**src/rtl/fpsr_pkg.sv**
```systemverilog
package fpsr_pkg;

    localparam int WORD_W  = 32;
    localparam int CC_W    = 4;
    localparam int EXC_W   = 8;
    localparam int ACC_W   = 5;
    localparam int CC_LSB  = 24;
    localparam int EXC_LSB = 8;
    localparam int ACC_LSB = 3;
    localparam int CC_MSB  = CC_LSB + CC_W - 1;
    localparam int EXC_MSB = EXC_LSB + EXC_W - 1;
    localparam int ACC_MSB = ACC_LSB + ACC_W - 1;

    typedef struct packed {
        logic neg;
        logic zero;
        logic inf;
        logic nan;
    } cc_t;

    typedef struct packed {
        logic bsun;
        logic inan;
        logic operr;
        logic ovfl;
        logic unfl;
        logic dz;
        logic inex;
        logic ide;
    } exc_t;

    typedef struct packed {
        logic iop;
        logic ovfl;
        logic unfl;
        logic dz;
        logic inex;
    } acc_t;

    typedef enum logic [1:0] {
        UPD_HOLD     = 2'd0,
        UPD_COMPLETE = 2'd1,
        UPD_SOFTWARE = 2'd2
    } upd_e;

    function automatic logic [WORD_W-1:0] pack_word(cc_t c, exc_t e, acc_t a);
        logic [WORD_W-1:0] w;
        w = '0;
        w[CC_MSB:CC_LSB]   = c;
        w[EXC_MSB:EXC_LSB] = e;
        w[ACC_MSB:ACC_LSB] = a;
        return w;
    endfunction

endpackage

```
**src/rtl/fpsr_accrue.sv**
```systemverilog
module fpsr_accrue
    import fpsr_pkg::*;
(
    input  acc_t cur_i,
    input  exc_t exc_i,
    output acc_t nxt_o
);

    always_comb begin
        nxt_o.iop  = cur_i.iop  | exc_i.bsun | exc_i.inan | exc_i.operr;
        nxt_o.ovfl = cur_i.ovfl | exc_i.ovfl;
        nxt_o.unfl = cur_i.unfl | (exc_i.unfl & exc_i.inex);
        nxt_o.dz   = cur_i.dz   | exc_i.dz;
        nxt_o.inex = cur_i.inex | exc_i.inex;
    end

endmodule

```
**src/rtl/fpsr_word.sv**
```systemverilog
module fpsr_word
    import fpsr_pkg::*;
(
    input  logic              clk,
    input  logic              rst_n,
    input  upd_e              upd_i,
    input  cc_t               cc_i,
    input  exc_t              exc_i,
    input  logic [WORD_W-1:0] wdata_i,
    output logic [WORD_W-1:0] word_o
);

    cc_t  cc_q,  cc_d;
    exc_t exc_q, exc_d;
    acc_t acc_q, acc_d;
    acc_t acc_merged;

    fpsr_accrue u_accrue (
        .cur_i (acc_q),
        .exc_i (exc_i),
        .nxt_o (acc_merged)
    );

    always_comb begin
        cc_d  = cc_q;
        exc_d = exc_q;
        acc_d = acc_q;
        unique case (upd_i)
            UPD_HOLD: begin
            end
            UPD_COMPLETE: begin
                cc_d  = cc_i;
                exc_d = exc_i;
                acc_d = acc_merged;
            end
            UPD_SOFTWARE: begin
                cc_d  = cc_t'(wdata_i[CC_MSB:CC_LSB]);
                exc_d = exc_t'(wdata_i[EXC_MSB:EXC_LSB]);
                acc_d = acc_t'(wdata_i[ACC_MSB:ACC_LSB]);
            end
            default: begin
            end
        endcase
    end

    always_ff @(posedge clk or negedge rst_n) begin
        if (!rst_n) begin
            cc_q  <= '0;
            exc_q <= '0;
            acc_q <= '0;
        end else begin
            cc_q  <= cc_d;
            exc_q <= exc_d;
            acc_q <= acc_d;
        end
    end

    assign word_o = pack_word(cc_q, exc_q, acc_q);

endmodule

```
**src/rtl/fpia_reg.sv**
```systemverilog
module fpia_reg #(
    parameter int AW = 32
) (
    input  logic          clk,
    input  logic          rst_n,
    input  logic          load_i,
    input  logic [AW-1:0] addr_i,
    output logic [AW-1:0] addr_o
);

    always_ff @(posedge clk or negedge rst_n) begin
        if (!rst_n) begin
            addr_o <= '0;
        end else if (load_i) begin
            addr_o <= addr_i;
        end
    end

endmodule

```
**src/rtl/fpu_status_unit.sv**
```systemverilog
module fpu_status_unit
    import fpsr_pkg::*;
#(
    parameter int AW = 32
) (
    input  logic          clk,
    input  logic          rst_n,
    input  logic          done_i,
    input  logic [3:0]    cc_i,
    input  logic [7:0]    exc_i,
    input  logic [AW-1:0] addr_i,
    input  logic          skip_addr_i,
    input  logic          sw_wr_i,
    input  logic [31:0]   sw_wdata_i,
    output logic [31:0]   status_o,
    output logic [AW-1:0] iaddr_o
);

    upd_e upd;
    logic addr_load;

    always_comb begin
        if (sw_wr_i) begin
            upd = UPD_SOFTWARE;
        end else if (done_i) begin
            upd = UPD_COMPLETE;
        end else begin
            upd = UPD_HOLD;
        end
    end

    assign addr_load = done_i & ~skip_addr_i;

    fpsr_word u_word (
        .clk     (clk),
        .rst_n   (rst_n),
        .upd_i   (upd),
        .cc_i    (cc_t'(cc_i)),
        .exc_i   (exc_t'(exc_i)),
        .wdata_i (sw_wdata_i),
        .word_o  (status_o)
    );

    fpia_reg #(.AW(AW)) u_iar (
        .clk    (clk),
        .rst_n  (rst_n),
        .load_i (addr_load),
        .addr_i (addr_i),
        .addr_o (iaddr_o)
    );

endmodule

```
**config.mk**
```make
export PLATFORM = sky130hd
export DESIGN_NAME = fpu_status_unit
export DESIGN_NICKNAME = d
export VERILOG_FILES = /design/src/rtl/fpsr_pkg.sv /design/src/rtl/fpsr_accrue.sv /design/src/rtl/fpsr_word.sv /design/src/rtl/fpia_reg.sv /design/src/rtl/fpu_status_unit.sv
export SDC_FILE = /design/constraint.sdc
export NUM_CORES = 1
export LEC_CHECK = 0
export ABC_CLOCK_PERIOD_IN_PS = 900
export BUFFER_PORTS_ARGS = -buffer_cell sky130_fd_sc_hd__buf_2
export CORE_ASPECT_RATIO = 0.9
export CORE_MARGIN = 3
export CORE_UTILIZATION = 42
export DETAILED_ROUTE_END_ITERATION = 12
export HOLD_SLACK_MARGIN = 0.08
export PLACE_DENSITY_LB_ADDON = 0.1
export SLEW_MARGIN = 20
export SYNTH_ARGS = -nofsm -noshare
export SYNTH_HDL_FRONTEND = slang
export SYNTH_SLANG_ARGS = --single-unit
export TNS_END_PERCENT = 1
```
**constraint.sdc**
```tcl
create_clock -name clk -period 0.9 [get_ports clk]
set_clock_uncertainty 0.05 [all_clocks]
set_input_delay 0.045 -clock clk [delete_from_list [all_inputs] [get_ports clk]]
set_output_delay 0.045 -clock clk [all_outputs]
set_load 0.1 [all_outputs]
```
==> results.md, run 1 <==
* Count of yosys warnings during synthesis at 0
* Top-Level Pins at 145
* Main area contributors after synthesis: dfrtp_1 (55%), mux2_4 (20%), mux2i_1 (5.4%)
* Post-synth top area cell: dfrtp_1
* Initial Utilization at 0.448
* CTS Buf Count at 5
* Post-Synthesis Cells at 159
* Buffer cell driving the clock tree root: clkbuf_8
* Die Span X at 82.8 um
* Sink Count at 49
* Total half-perimeter wirelength after legalization and detailed placement at 4480 um
* Result of the run: stopped before the end
* Stage at which the flow ended: clock tree synthesis
* Count of hold-fix buffers inserted at cts at 64
* Number of buffers on the longest clock path at 2
* Routability congestion estimate from global placement at 0.726
* Sequential-to-total area share from yosys stat at 0.549
* Error message: [ERROR DPL-0033] detailed placement checks failed during check placement.
* Area share of the largest cell type after synthesis at 0.549
* Buffers on Ports at 114
* Number of instances resized during post-cts repair at 40
* Number of register bits inferred by synthesis at 49
* Distinct cells, synth at 18
* Die Y at 75.2 um
* Syn Std Cell Area at 0.00223 mm^2
* Number of core rows at 24
* Average instance area after synthesis at 14.0 um^2
* H-tree depth reported by CTS at 2
* Post-CTS setup-driven buffer insertion count at 8
per-stage QoR:
stage,instances,hold slack (ns),area (um^2),setup WS (ns),setup TNS (ns)
global placement,367,0.00546,3930,-0.132,-3.04
floorplan,173,-0.301,2430,-0.177,-7.99
detailed placement,367,0.000460,3930,-0.178,-4.10
synth_stat cells:
master    instances
dfrtp_1          49
mux2_4           30
nand2_1          16
o21ai_0          16
buf_4            15
mux2i_1          12
a21oi_1           4
buf_12            3
clkbuf_1          3
buf_6             2
mux2_2            2
a31oi_1           1
buf_2             1
conb_1            1
nor2_1            1
nor2b_1           1
nor2b_4           1
o31ai_1           1
cell families after synthesis:
logic type / after synthesis / share of synthesized area
other cells: 1 / 0.00168
buf+inv: 24 / 0.0947
simple gates: 19 / 0.0376
compound gates: 22 / 0.0510
mux: 44 / 0.266
flops: 49 / 0.549
==> run 2, diff against run 1 <==
- CORE_ASPECT_RATIO: 0.9 -> unset
- CORE_UTILIZATION: 42 -> 30
- HOLD_SLACK_MARGIN: 0.08 -> unset
- PLACE_DENSITY_LB_ADDON: 0.1 -> 0.15
==> run 2 against run 1 <==
  * The flow now finishes, with violations (setup timing)
  * Synthesized cell count unchanged
  * Area after synthesis unchanged
==> results.md, run 2 <==
* Start point of the critical path: u_iar.addr_o[16]$_DFFE_PN0P_
* Result of the run: finished with violations (was stopped before the end)
* Fmax achieved at 856 MHz
* Global-route total usage across every layer at 0.160
* Count of endpoints failing setup in the final report at 80
* Fillcell total at 485
* Setup repair after global routing missed its margin: true
* Syn Std Cell Area at 0.00223 mm^2 (unchanged)
* Power density cells at 1970 mW/mm^2
* Worst hold slack across all endpoints at 0.0185 ns
* Most used DFF post-synth: dfrtp_1 (unchanged)
* Sequential-to-total area share from yosys stat at 0.549 (unchanged)
* Routability congestion estimate from global placement at 0.665 (was 0.726)
* Die Span X at 92.3 um (was 82.8 um)
* Number of buffers on the longest clock path at 2 (unchanged)
* Post-Synthesis Cells at 159 (unchanged)
* Ratio of routed vias to standard cells at 4.08
* Post-synth ARST share at 1.00 (unchanged)
* Share of final-layout standard cells stronger than drive strength 1 at 0.666
* Hold crit path type: in -> reg
* DR WL/cell at 14.0 um
* Number of antenna violations at the first check in global routing at 0
* Final Worst Setup Slack at -0.268 ns
* Commonest non-fill, non-tap cells in the layout: buf_2 (65), dlygate4sd3_1 (58), buf_12 (52)
* Minimum period implied by the final worst setup slack at 1.17 ns
* Top-Level Pins at 145 (unchanged)
* Final Cycle Share at 1.30
* Count of yosys warnings during synthesis at 0 (unchanged)
* DR iter-0 viols at 22
* Area of the multi-input gates at 852 um^2
* Violated checks: setup timing
* Total DRC errors in the routed layout at 0
* Grt total ovfl at 0
* Critical setup path kind: reg -> out
* Flip-flop count of the largest register after layout at 32
* Die Y at 92.3 um (was 75.2 um)
* Number of routed nets with antenna violations at 0
* Arrival time at the worst endpoint at 1.07 ns
* H-tree depth reported by CTS at 2 (unchanged)
* Data required, critical path at 0.81 ns
* Count of inserted antenna diode cells at 0
* Clock latency of the later-clocked register in the worst-skew pair at 0.30 ns
* Post-synth top area cell: dfrtp_1 (unchanged)
* Library cell contributing the largest single delay on the critical path: dfrtp_4
* Main area contributors after synthesis: dfrtp_1 (55%), mux2_4 (20%), mux2i_1 (5.4%) (unchanged)
* Net total in the final layout at 451
* Launch point of the worst reg-to-reg path: u_iar.addr_o[4]$_DFFE_PN0P_
* First-pass GRT wire length at 10,800 um
* CP max FO at 2
* Core box area at 0.00702 mm^2
* R2r endpoint: u_iar.addr_o[4]$_DFFE_PN0P_
* Wire length after detailed routing at 6540 um
* FF-to-FF path depth at 2
* Overall via count from detail_route at 1,907
* Average instance area after synthesis at 14.0 um^2 (unchanged)
* TritonCTS clock tree: done
* End-of-flow core utilization at 0.685
* Number of hold violations in the final report at 0
* Vias in the first global route at 2,125
* Buffers on Ports at 114 (unchanged)
* Number of flops mapped to enable cells by yosys at 0 (unchanged)
* Layout Area Growth over Synthesis at 116%
* Minimum setup slack among reg-to-reg paths at -0.14 ns
* Distinct cells, synth at 18 (unchanged)
* Total half-perimeter wirelength after legalization and detailed placement at 4320 um (was 4480 um)
* Top-count cell post-synth: dfrtp_1 (unchanged)
* CP peak stage delay at 0.50 ns
* Area used by sequential logic in the layout at 0.00137 mm^2
* Total die area at 0.00851 mm^2
* Last element of the critical path: iaddr_o[16]
* Most common cell after layout, fill and taps aside: buf_2
* Sink Count at 49 (unchanged)
* Number of register bits inferred by synthesis at 49 (unchanged)
* Final Power at 0.00948 W
* Initial Utilization at 0.318 (was 0.448)
* Clock-pin transition on the worst setup and hold timing paths at 0.09 ns
* Leading cell types by count after synthesis: dfrtp_1 (49), mux2_4 (30), nand2_1 (16), o21ai_0 (16), buf_4 (15) (unchanged)
* Total of max-cap violations at 0
* Critical Path Start Type: register
* Max rail drop VDD at 872 uV
* Area share of the largest cell type after synthesis at 0.549 (unchanged)
* CTS Buf Count at 5 (unchanged)
* Number of core rows at 30 (was 24)
* Count of TritonRoute iterations in the first routing pass at 4
* Leak at 2.22 nW
* Pin count of the biggest net entering global routing at 50
* Ordered cell list for the critical path: buf_6 -> buf_12
* Total count of max-transition violations in the final report at 0
* CP Capture Type: primary output
* Register bank with the most flops: u_iar.addr_o
* Buffer cell driving the clock tree root: clkbuf_8 (unchanged)
## run 2: cell counts after synthesis
Identical to the previous run, type by type.
## run 2: final cells by class
| cell class | instances | area share |
|---|---|---|
| clock buffer | 6 | 0.0172 |
| clock inverter | 2 | 0.00286 |
| multi-input combinational | 100 | 0.177 |
| sequential | 49 | 0.284 |
| tap | 96 | 0.0250 |
| timing repair buffer | 214 | 0.494 |
## run 2: what timing repair did
action | in CTS | in global routing
endpoints found under the setup margin | 80 | 84
buffers inserted | 5 | 0
resized for setup | 35 | 4
hold buffers | 58 | 0
hold endpoints to repair | 98 | 0
## run 2: how the worst min path moves through the flow
stage / from / endpoint / slack (ns) / depth (start not counted)
5_1_grt: exc_i[7] / u_word.word_o[15]$_DFFE_PN0P_ / 0.009 / 3
3_5_place_dp: rst_n / u_iar.addr_o[1]$_DFFE_PN0P_ / 0.01 / 2
4_1_cts: exc_i[6] / u_word.word_o[14]$_DFFE_PN0P_ / 0.007 / 3
6_report: exc_i[3] / u_word.word_o[11]$_DFFE_PN0P_ / 0.02 / 3
2_1_floorplan: rst_n / u_word.word_o[10]$_DFFE_PN0P_ / -0.30 / 0
3_3_place_gp: rst_n / u_iar.addr_o[1]$_DFFE_PN0P_ / 0.006 / 2
## run 2: logic make-up after synthesis
group	synth area share
AO/OA/AOI/OAI	0.0510
buffers and inverters	0.0947
flip-flops	0.549
multiplexers	0.266
other	0.00168
AND/OR/NAND/NOR	0.0376
## run 2: critical path: cells and delay by family (launching register included)
kind,cells,cell delay [ns]
buffers and inverters,2,0.28
flip-flops,1,0.50
## run 2: power breakdown
group          internal, W  switching, W
clock network     0.000624      0.000735
logic              0.00219       0.00305
registers          0.00263      0.000245
total              0.00545       0.00403
## run 2: per-stage QoR
step / setup WS, ns / cell area (um^2) / instances / setup TNS, ns
after floorplan: -0.177 / 2430 / 173 / -7.99
after global placement: -0.166 / 3960 / 396 / -3.80
after detailed placement: -0.194 / 3960 / 396 / -4.53
after CTS: -0.278 / 4800 / 467 / -11.58
after global routing: -0.313 / 4810 / 467 / -13.03
final: -0.268 / 4810 / 467 / -10.77
## run 2: layer usage
| layer | global-route usage | up-vias | wire length (um) |
|---|---|---|---|
| li1 | - | 928 | - |
| met1 | 0.192 | 904 | 2630 |
| met2 | 0.283 | 73 | 3460 |
| met3 | 0.0500 | 2 | 419 |
| met4 | 0.0334 | 0 | 27 |
| met5 | 0 | - | 0 |
Power figures use the tool's default switching activity.
